--- config.mk ---
export PLATFORM = sky130hd
export DESIGN_NAME = uart_host_regs
export DESIGN_NICKNAME = d
export VERILOG_FILES = /design/src/rtl/uhr_pkg.sv /design/src/rtl/uhr_rst_sync.sv /design/src/rtl/uhr_decode.sv /design/src/rtl/uhr_flag.sv /design/src/rtl/uhr_ctrl.sv /design/src/rtl/uart_host_regs.sv
export SDC_FILE = /design/constraint.sdc
export NUM_CORES = 1
export LEC_CHECK = 0
export BUFFER_PORTS_ARGS = -buffer_cell sky130_fd_sc_hd__buf_2
export CAP_MARGIN = 20
export CORE_MARGIN = 3
export CORE_UTILIZATION = 45
export CTS_CLUSTER_DIAMETER = 40
export DETAILED_ROUTE_END_ITERATION = 8
export PLACE_DENSITY = 0.89
export SLEW_MARGIN = 20
export SYNTH_ARGS = -nofsm -noshare
export SYNTH_HDL_FRONTEND = slang
export SYNTH_HIERARCHICAL = 1
export SYNTH_SLANG_ARGS = --single-unit
export TNS_END_PERCENT = 30
--- constraint.sdc ---
create_clock -name clk -period 1.3 [get_ports clk]
set_input_delay 0.13 -clock clk [delete_from_list [all_inputs] [get_ports clk]]
set_output_delay 0.13 -clock clk [all_outputs]
set_load 0.05 [all_outputs]
--- src/rtl/uhr_pkg.sv ---
package uhr_pkg;
  typedef enum logic [1:0] {
    ADR_DATA  = 2'b00,
    ADR_STAT  = 2'b01,
    ADR_CTRL  = 2'b10,
    ADR_CTRL2 = 2'b11
  } reg_addr_e;

  localparam int NFLAG   = 4;
  localparam int FL_TXE  = 3;
  localparam int FL_RXF  = 2;
  localparam int FL_OVR  = 1;
  localparam int FL_FE   = 0;
  localparam logic [NFLAG-1:0] FLAG_RST = 4'b1000;

  typedef struct packed {
    logic wr_data;
    logic rd_data;
    logic wr_ctrl;
    logic rd_stat;
    logic rd_ctrl;
  } access_t;
endpackage

--- src/rtl/uhr_rst_sync.sv ---
module uhr_rst_sync #(
  parameter int STAGES = 2
) (
  input  logic clk,
  input  logic rst_n,
  output logic rst_sync_n
);
  logic [STAGES-1:0] chain_q;
  logic [STAGES-1:0] chain_d;

  always_comb begin
    chain_d = {chain_q[STAGES-2:0], 1'b1};
  end

  always_ff @(posedge clk or negedge rst_n) begin
    if (!rst_n) chain_q <= '0;
    else        chain_q <= chain_d;
  end

  assign rst_sync_n = chain_q[STAGES-1];
endmodule

--- src/rtl/uhr_decode.sv ---
module uhr_decode
  import uhr_pkg::*;
(
  input  logic       sel,
  input  logic       wr,
  input  logic [1:0] addr,
  output access_t    acc
);
  reg_addr_e a;
  logic      do_wr;
  logic      do_rd;

  always_comb begin
    a     = reg_addr_e'(addr);
    do_wr = sel & wr;
    do_rd = sel & ~wr;
    acc   = '0;
    acc.wr_data = do_wr && (a == ADR_DATA);
    acc.wr_ctrl = do_wr && (a == ADR_CTRL);
    acc.rd_data = do_rd && (a == ADR_DATA);
    acc.rd_stat = do_rd && (a == ADR_STAT);
    acc.rd_ctrl = do_rd && ((a == ADR_CTRL) || (a == ADR_CTRL2));
  end
endmodule

--- src/rtl/uhr_flag.sv ---
module uhr_flag #(
  parameter logic RST_VAL = 1'b0
) (
  input  logic clk,
  input  logic rst_n,
  input  logic set_i,
  input  logic clr_i,
  output logic q_o
);
  logic q_d;

  always_comb begin
    q_d = q_o;
    if (clr_i) q_d = 1'b0;
    if (set_i) q_d = 1'b1;
  end

  always_ff @(posedge clk or negedge rst_n) begin
    if (!rst_n) q_o <= RST_VAL;
    else        q_o <= q_d;
  end
endmodule

--- src/rtl/uhr_ctrl.sv ---
module uhr_ctrl #(
  parameter int DW     = 8,
  parameter int BAUD_W = 3
) (
  input  logic          clk,
  input  logic          rst_n,
  input  logic          load_i,
  input  logic [DW-1:0] wdata_i,
  output logic [DW-1:0] ctrl_o
);
  localparam logic [DW-1:0] KEEP_MASK =
    DW'((1 << (DW-1)) | (1 << (DW-2)) | ((1 << BAUD_W) - 1));

  logic [DW-1:0] ctrl_d;

  always_comb begin
    ctrl_d = ctrl_o;
    if (load_i) ctrl_d = wdata_i & KEEP_MASK;
  end

  always_ff @(posedge clk or negedge rst_n) begin
    if (!rst_n) ctrl_o <= '0;
    else        ctrl_o <= ctrl_d;
  end
endmodule

--- src/rtl/uart_host_regs.sv ---
module uart_host_regs
  import uhr_pkg::*;
#(
  parameter int DW     = 8,
  parameter int BAUD_W = 3
) (
  input  logic              clk,
  input  logic              rst_n,
  input  logic              sel,
  input  logic              wr,
  input  logic [1:0]        addr,
  input  logic [DW-1:0]     wdata,
  output logic [DW-1:0]     rdata,
  input  logic [DW-1:0]     rx_byte,
  input  logic              rx_done,
  input  logic              rx_overrun,
  input  logic              rx_frame_err,
  input  logic              tx_taken,
  output logic              tx_load,
  output logic [DW-1:0]     tx_byte,
  output logic [BAUD_W-1:0] baud_sel,
  output logic              irq
);
  localparam int TXIE = DW - 1;
  localparam int RXIE = DW - 2;

  logic             rst_sync_n;
  access_t          acc;
  logic [NFLAG-1:0] flag_set;
  logic [NFLAG-1:0] flag_clr;
  logic [NFLAG-1:0] flag_q;
  logic [DW-1:0]    ctrl_q;
  logic [DW-1:0]    tdr_q;
  logic [DW-1:0]    tdr_d;
  logic [DW-1:0]    status;

  uhr_rst_sync #(.STAGES(2)) u_rst (
    .clk(clk), .rst_n(rst_n), .rst_sync_n(rst_sync_n)
  );

  uhr_decode u_dec (.sel(sel), .wr(wr), .addr(addr), .acc(acc));

  always_comb begin
    flag_set         = '0;
    flag_clr         = '0;
    flag_set[FL_TXE] = tx_taken;
    flag_set[FL_RXF] = rx_done;
    flag_set[FL_OVR] = rx_overrun;
    flag_set[FL_FE]  = rx_frame_err;
    flag_clr[FL_TXE] = acc.wr_data;
    flag_clr[FL_RXF] = acc.rd_data;
    flag_clr[FL_OVR] = acc.rd_data;
    flag_clr[FL_FE]  = acc.rd_data;
  end

  for (genvar i = 0; i < NFLAG; i++) begin : g_flag
    uhr_flag #(.RST_VAL(FLAG_RST[i])) u_flag (
      .clk(clk), .rst_n(rst_sync_n),
      .set_i(flag_set[i]), .clr_i(flag_clr[i]), .q_o(flag_q[i])
    );
  end

  uhr_ctrl #(.DW(DW), .BAUD_W(BAUD_W)) u_ctrl (
    .clk(clk), .rst_n(rst_sync_n),
    .load_i(acc.wr_ctrl), .wdata_i(wdata), .ctrl_o(ctrl_q)
  );

  always_comb begin
    tdr_d = tdr_q;
    if (acc.wr_data) tdr_d = wdata;
  end

  always_ff @(posedge clk or negedge rst_sync_n) begin
    if (!rst_sync_n) tdr_q <= '0;
    else             tdr_q <= tdr_d;
  end

  always_comb begin
    status         = '0;
    status[DW-1]   = flag_q[FL_TXE];
    status[DW-2]   = flag_q[FL_RXF];
    status[1]      = flag_q[FL_OVR];
    status[0]      = flag_q[FL_FE];
  end

  always_comb begin
    rdata = '0;
    if (acc.rd_data) rdata = rx_byte;
    if (acc.rd_stat) rdata = status;
    if (acc.rd_ctrl) rdata = ctrl_q;
  end

  assign tx_load  = acc.wr_data;
  assign tx_byte  = tdr_q;
  assign baud_sel = ctrl_q[BAUD_W-1:0];
  assign irq      = (ctrl_q[TXIE] & flag_q[FL_TXE]) | (ctrl_q[RXIE] & flag_q[FL_RXF]);
endmodule

After elaboration in Yosys (flattened, before gate mapping)
Index checks and enable logic that the tools add are counted.
Widths: inputs -> output; s select.
- flip-flop bits (word level): 19
- output and inout port bits: 21
- word-level logic and storage cells: 36
- equality and inequality tests: 3
- multiplexer cells: 9
- bitwise logic cells: 6
- reduce and logical (&&, ||, !) cells: 11
- operator list (cell ; count):
    $mux 8 ; 3
    $reduce_bool 2->1 ; 4
    $mux 1 ; 6
    $logic_and 1x1->1 ; 5
    $and 1x1->1 ; 4
    $eq 2x2->1 const B ; 2
    $eq 2x1->1 const B ; 1
    $logic_not 2->1 ; 1
    $logic_or 1x1->1 ; 1
    $not 1->1 ; 1
    $or 1x1->1 ; 1

Logic depth before layout (Yosys ltp)
Gate-level depths: netlist of run 1.
- depth in word-level cells: 6
- depth in mapped cells: 4
- gate-level depth less buffers: 3

By module
Netlist of run 1, hierarchy kept.
- by module, submodules not included (module ; instances ; cells an instance ; area an instance (um^2) ; sequential area each (um^2)):
    uart_host_regs ; 1 ; 49 ; 513.0 ; 200.2
    uhr_ctrl ; 1 ; 14 ; 207.7 ; 125.1
    uhr_flag at g_flag[0].u_flag ... ; 3 ; 3 ; 36.3 ; 25.0
    uhr_decode ; 1 ; 5 ; 61.3 ; 0.0
    uhr_rst_sync ; 1 ; 3 ; 53.8 ; 50.0
    uhr_flag at g_flag[3].u_flag ; 1 ; 3 ; 37.5 ; 26.3

Least setup slack after synthesis of run 1
OpenSTA, ideal clock, no wires.
- path type: input-to-output
- start point: in wr
- end point: out rdata[2]
- data arrival time: 1.871 ns
- required time: 1.170 ns
- path slack: -0.701 ns
- stages: 4
- cell sequence: nor4b_2 buf_2 nand3b_1 o21ai_0
- cells in the longest elaborated chain, start to end: 6
- RTL lines (element ; RTL line ; source):
    start: declaration ; uart_host_regs.sv:10 ; input logic wr,
    $not 1->1 (*) ; uhr_decode.sv:16 ; do_rd = sel & ~wr;
    $and 1x1->1 (*) ; uhr_decode.sv:16 ;
    $logic_and 1x1->1 ; uhr_decode.sv:20 ; acc.rd_data = do_rd && (a == ADR_DATA);
    $mux 8 ; uart_host_regs.sv:88 ; if (acc.rd_data) rdata = rx_byte;
    $mux 8 ; uart_host_regs.sv:89 ; if (acc.rd_stat) rdata = status;
    $mux 8 (*) ; uart_host_regs.sv:90 ; if (acc.rd_ctrl) rdata = ctrl_q;
    end: declaration ; uart_host_regs.sv:13 ; output logic [DW-1:0] rdata,
Every way passes the cells marked *; elsewhere a longest branch is shown, timed or not.

Worst setup path in the final report of run 1
- start point: reg g_flag[3].u_flag.q_o
- end point: out rdata[7]
- cells in the longest elaborated chain, start to end: 2
- RTL lines (element ; RTL line ; source):
    start: declaration ; uhr_flag.sv:8 ; output logic q_o
    start signal: assignment ; uhr_flag.sv:20 ; else q_o <= q_d;
    $mux 8 ; uart_host_regs.sv:89 ;
    $mux 8 ; uart_host_regs.sv:90 ;
No other way between the ends.

==> results of run 1 <==
critical path, cell delays in order (launching register included):
cell and delay (ps):
dfstp_2 570, a21oi_2 60, a21oi_2 130, buf_6 170
synth_stat cells:
cell type,count
nand3b_1,8
a21oi_1,4
and3b_2,1
mux2_2,13
dfstp_2,1
a21oi_2,4
nor4b_2,1
o21ai_0,2
and4bb_2,2
o21ai_1,2
a22o_1,1
buf_2,1
buf_4,3
a21o_1,4
inv_1,4
dfrtp_1,18
conb_1,2
nand2_1,4
nor2b_1,4
and4b_2,1
buf_6,3
layer usage:
layer  GRT usage (%)  wire length (um)
met1            18.9               845
met2            30.4              1070
met3            1.99               143
met4            7.66                36
met5               0                 0
placed cells by master, fill, tap and decap left out:
cell / count
a21o_1: 4
a21oi_2: 7
a21oi_4: 1
a22o_1: 1
and3b_2: 1
and4b_2: 1
and4bb_2: 2
buf_2: 36
buf_4: 8
buf_6: 8
clkbuf_1: 1
clkbuf_4: 4
conb_1: 4
dfrtp_1: 18
dfstp_2: 1
dlygate4sd3_1: 1
inv_1: 4
mux2_2: 13
nand2_1: 4
nand3b_1: 8
nor2b_1: 4
nor4b_2: 1
o21ai_2: 3
o21ai_4: 1
logic make-up after synthesis:
| logic type | count (synthesis) | synth area share [%] |
|---|---|---|
| and+or+nand+nor | 21 | 16.4 |
| DFF | 19 | 48.5 |
| AOI/OAI and AO/OA | 17 | 11.6 |
| muxes | 13 | 14.9 |
| buffers and inverters | 11 | 7.77 |
| other | 2 | 0.765 |
timing repair:
item                                    in CTS  in global routing
pin swaps                                    2                  3
hold buffers                                 1                  0
hold endpoints to repair                     2                  0
endpoints found under the setup margin       9                 10
resized for setup                           12                  8
state kept, by name (all words and copies together), names as in the netlist:
register / flops
u_rst/chain_q: 2
u_ctrl/ctrl_o: 5
tx_byte: 8
g_flag.u_flag/q_o: 4
per-stage QoR:
step | setup TNS, ps | hold slack, ps | utilization, % | area, um^2
3_3_place_gp | -250 | -84.5 | 63.4 | 1280
2_1_floorplan | -621 | -166 | - | 1030
6_report | -84.6 | 10.8 | 68.3 | 1380
3_5_place_dp | -557 | -82.1 | 63.4 | 1280
5_1_grt | -233 | 7.28 | 68.3 | 1380
4_1_cts | -153 | 4.53 | 66.9 | 1350
worst max path at each step:
stage | startpoint | endpoint | slack [ps]
6_report | g_flag[3].u_flag/q_o | rdata[7] | -60
5_1_grt | g_flag[3].u_flag/q_o | rdata[7] | -110
4_1_cts | g_flag[3].u_flag/q_o | rdata[7] | -70
3_5_place_dp | wr | rdata[0] | -70
3_3_place_gp | addr[1] | rdata[0] | -50
2_1_floorplan | wr | rdata[1] | -130
cell type report:
cell class	instances	area (um^2)
multi-input combinational	55	482
inverter	4	15.0
timing repair buffer	54	348
sequential	19	477
fill	161	641
clock buffer	4	26.3
tap	27	33.8
power by group through the flow:
stage	registers, mW	logic, mW	clock network [mW]
2_1_floorplan	1.03	0.245	0
4_1_cts	0.754	0.714	0.304
3_5_place_dp	0.764	0.688	0
3_3_place_gp	0.756	0.676	0
6_report	0.753	0.718	0.293
5_1_grt	0.769	0.754	0.334
==> flow_summary.ini, run 1 <==
[critical_path]
worst_r2r_endpoint = u_ctrl/ctrl_o[1]
cp.arrival_ps = 1230
crit_path_max_fanout = 3
worstRegToRegCells = 1
worstSetupPathType = reg -> out
worst-endpoint-required_ps = 1170
cp-start-kind = register
rrSetupSlack_ps = 520
regToRegStartpoint = u_ctrl/ctrl_o[1]
endpoint_kind = output port

[timing]
fin_ws_ps = -61.5
hold_viol_final = 0
fmaxAchievable_ghz = 0.734
min_period_ps = 1360
setup_viol = 2
report.final.slew_viol_count = 0
fin_worst_skew_ps = 6.10
grt_setup_unrepaired = yes
fin_crit_sh_pct = 105

[yosys]
syn_area_per_cell_um2 = 11.8
synth_area_leaders = dfrtp_1 46%, mux2_2 15%, nand3b_1 6.1%
post_synth_instance_area_um2 = 982
yosys.area.top_type = dfrtp_1
yosys_warnings = 6
synth_cells = 83
synth-seq-area-share_pct = 48.5
synth-seq-cells = 19
yosysTopAreaCellShare_pct = 45.9
ys_types = 21

[clock_network]
post-cts-setup-buffers = 0
clk_pin_slew_ps = 100
cts_tree = built
cts.sinks = 19
clk_latency_ps = 300
cts_made_buffers = 3
htree_num_levels = 1
clk_path_buf_depth = 2
cts_root_buf = clkbuf_4

[floorplan]
fp.dieH_um = 52.7
die_area_mm2 = 0.00278
core_mm2 = 0.00202
fp.dieW_um = 52.7
placementRows = 16
io_pins = 47
initial_core_util_pct = 48.6

[pwr]
p_per_area_mw_per_mm2 = 1280
worst_ir_drop_vdd_mv = 1.05
switching_share_pct = 40.9
combinationalPowerShare_pct = 40.7
seq_power_share_pct = 42.7
pwr-share-clk_pct = 16.6
p_leak_nw = 0.630
switchingPower_mw = 0.722
intPower_mw = 1.04
power_mw = 1.76

[finish]
antenna_cells = 0
area_growth_pct = 40.6
drive_gt1_share_pct = 64.0
nets = 163
stdcell_count = 163

[min_path]
holdCritStartpoint = rx_frame_err
holdPathEnd = g_flag[0].u_flag/q_o
hold_path_depth = 2
hp-class = in -> reg

[place]
dp_slack_ps = -70.7
dp_hpwl_mm = 1.69
globalplace.congestion = 0.776
dp_cells = 158
io_buffer_count = 46

[global_routing]
grt_overflow = 0
antenna_found_initial = 0
grt_max_degree = 13
first_global_vias = 779
gr-usage-all-layers_pct = 16.6
grt_first_pass_wirelength_mm = 3.35

[status]
status = finished with violations
violations = negative setup slack

[drt]
avgViaCountPerCell = 4.80
drtIter0Drc = 1
wl_per_cell_um = 12.9
drt_wl_total_mm = 2.10
num_vias = 783
ant_nets = 0
drcViolationCount = 0
first_pass_iters = 2

[job]
max_cap_violations = 0
Power figures use the tool's default switching activity.
==> run 2, diff against run 1 <==
--- a/config.mk
+++ b/config.mk
@@ -5,6 +5,7 @@
 export SDC_FILE = /design/constraint.sdc
 export NUM_CORES = 1
 export LEC_CHECK = 0
+export ABC_AREA = 1
 export BUFFER_PORTS_ARGS = -buffer_cell sky130_fd_sc_hd__buf_2
 export CAP_MARGIN = 20
 export CORE_MARGIN = 3
==> run 2 against run 1 <==
The run still ends with negative setup slack left. Clock-buffer cell count is 1 lower. Synthesized cell count is 69% higher. Non-clock buffer count is 3 higher. Critical endpoint unchanged. Largest power group unchanged.
==> flow_summary.ini, run 2 <==
[place]
dp_slack_ps = -35.7
dp_cells = 216
dp_hpwl_mm = 1.90
io_buffer_count = 46
globalplace.congestion = 0.761

[finish]
largest_register_ffs = 8
antenna_cells = 0
final_util_pct = 70.1
final_cell_mix = 51 x nand2_1, 36 x buf_2, 18 x dfrtp_1
drive_gt1_share_pct = 39.6
layout_commonest_cell = nand2_1
nets = 224
stdcell_count = 224
area_growth_pct = 44.3
nFillCells = 163

[clock_network]
clk_pin_slew_ps = 110
clk_latency_ps = 290
cts_tree = built
clk_path_buf_depth = 2
cts_made_buffers = 3
htree_num_levels = 1
cts.sinks = 19
cts_root_buf = clkbuf_4

[yosys]
post_synth_instance_area_um2 = 982
synth-seq-area-share_pct = 48.5
yosys.cell_count.top_type = nand2_1
ys_top_cells_by_count = 53 x nand2_1, 21 x nor2_1, 19 x inv_1, 18 x dfrtp_1, 8 x o21ai_0
synth_area_leaders = dfrtp_1 46%, nand2_1 20%, nor2_1 8.0%
ys_types = 15
synth-main-ff-cell = dfrtp_1
synth_cells = 140
syn_area_per_cell_um2 = 7.02
synth-edff-count = 0
yosysTopAreaCellShare_pct = 45.9
yosys_warnings = 6
synthArstFlopShare_pct = 100
yosys.area.top_type = dfrtp_1
synth-seq-cells = 19

[critical_path]
crit_path_end = rdata[7]
worst-endpoint-required_ps = 1170
rrSetupSlack_ps = 560
worstSetupStartpoint = g_flag[3].u_flag/q_o
cp.arrival_ps = 1320
critPathSlowestCell = dfstp_2
cp_cell_sequence = nand2_1, nand2_1, nor2_1, nor2_1, buf_6
crit_path_max_fanout = 3
worst_path_dominant_cell_family = flip-flops
endpoint_kind = output port
cp_num_buf_inv = 1
worst_r2r_endpoint = g_flag[3].u_flag/q_o
worstSetupPathType = reg -> out
critPathMaxStageDelay_ps = 580
path_depth = 5
regToRegStartpoint = g_flag[3].u_flag/q_o
worstRegToRegCells = 2
cp-start-kind = register

[drt]
num_vias = 1067
wl_per_cell_um = 11.7
ant_nets = 0
drcViolationCount = 0
drtIter0Drc = 12
avgViaCountPerCell = 4.76
drt_wl_total_mm = 2.61
first_pass_iters = 4

[global_routing]
antenna_found_initial = 0
grt_first_pass_wirelength_mm = 3.50
grt_overflow = 0
grt_max_degree = 18
first_global_vias = 857
gr-usage-all-layers_pct = 17.1

[timing]
fin_ws_ps = -148
min_period_ps = 1450
fmaxAchievable_ghz = 0.691
report.final.slew_viol_count = 0
setup_viol = 7
grt_setup_unrepaired = yes
fin_crit_sh_pct = 111
fin_tns_setup_ps = -364
fin_worst_skew_ps = 6.69
hold_viol_final = 0

[floorplan]
placementRows = 16
initial_core_util_pct = 48.6
io_pins = 47
fp.dieH_um = 52.7
core_mm2 = 0.00202
die_area_mm2 = 0.00278
fp.dieW_um = 52.7

[pwr]
worst_ir_drop_vdd_mv = 1.14
p_leak_nw = 0.817
p_per_area_mw_per_mm2 = 1210
power_mw = 1.72

[status]
status = finished with violations
violations = negative setup slack

[job]
max_cap_violations = 0

[min_path]
holdCritStartpoint = tx_taken
hp-class = in -> reg
## run 2: cell types whose count changed after synthesis, moves of 6 or more
cell | before | now
nand2_1 | 4 | 53
nor2_1 | 0 | 21
inv_1 | 4 | 19
mux2_2 | 13 | 0
nand3b_1 | 8 | 0
o21ai_0 | 2 | 8
## run 2: worst min-delay path by stage
stage | to | cells past startpoint | slack (ps)
after detailed placement | u_rst/chain_q[0] | 1 | -80
final | g_flag[3].u_flag/q_o | 3 | 10
after global routing | g_flag[0].u_flag/q_o | 3 | 10
after CTS | g_flag[3].u_flag/q_o | 3 | 20
after floorplan | u_rst/chain_q[0] | 0 | -170
after global placement | u_rst/chain_q[0] | 1 | -80
## run 2: where the power goes
group | internal [mW] | switching [mW]
Sequential | 0.680 | 0.0601
Clock | 0.114 | 0.179
Combinational | 0.187 | 0.499
Total | 0.981 | 0.738
## run 2: logic make-up (layout without fill, tap and decap cells)
kind of cell,after synthesis,count (layout),synth area share (%)
and+or+nand+nor,82,82,32.9
other,2,4,0.765
buffers and inverters,28,83,12.9
DFF,19,19,48.5
AOI/OAI and AO/OA,9,9,4.97
## run 2: per-stage QoR
step | hold WS, ps | cell area [um^2]
6_report | 10.6 | 1420
5_1_grt | 11.3 | 1420
4_1_cts | 15.9 | 1320
3_5_place_dp | -82.4 | 1260
3_3_place_gp | -83.7 | 1260
2_1_floorplan | -166 | 992
## run 2: area by class of cell
cell class / instances / area, um^2 / share of cell area (%)
Sequential cell: 19 / 477 / 33.6
Multi-Input combinational cell: 95 / 427 / 30.1
Timing Repair Buffer: 57 / 370 / 26.1
Inverter: 22 / 82.6 / 5.83
Tap cell: 27 / 33.8 / 2.38
Clock buffer: 3 / 22.5 / 1.59
Clock inverter: 1 / 5.00 / 0.353
## run 2: repair_timing
action,4_1_cts,5_1_grt
hold endpoints to repair,2,0
buffers inserted,0,2
gates resized for setup,6,23
pin swaps,0,9
setup endpoints to repair,5,9
hold buffers,1,0
gates cloned,0,1
## run 2: worst register-to-register path, delay by kind of cell (launching register included)
| kind | cells | cell delay [ps] |
|---|---|---|
| flip-flops | 1 | 580 |
| AND/OR/NAND/NOR | 2 | 110 |
## run 2: per-layer routing
layer,share of wire [%],global-route usage [%],vias up
met5,0,0,-
met4,0.65,3.83,0
met3,6.1,3.42,4
met2,54,30.4,48
met1,39,21.2,497
li1,-,-,518
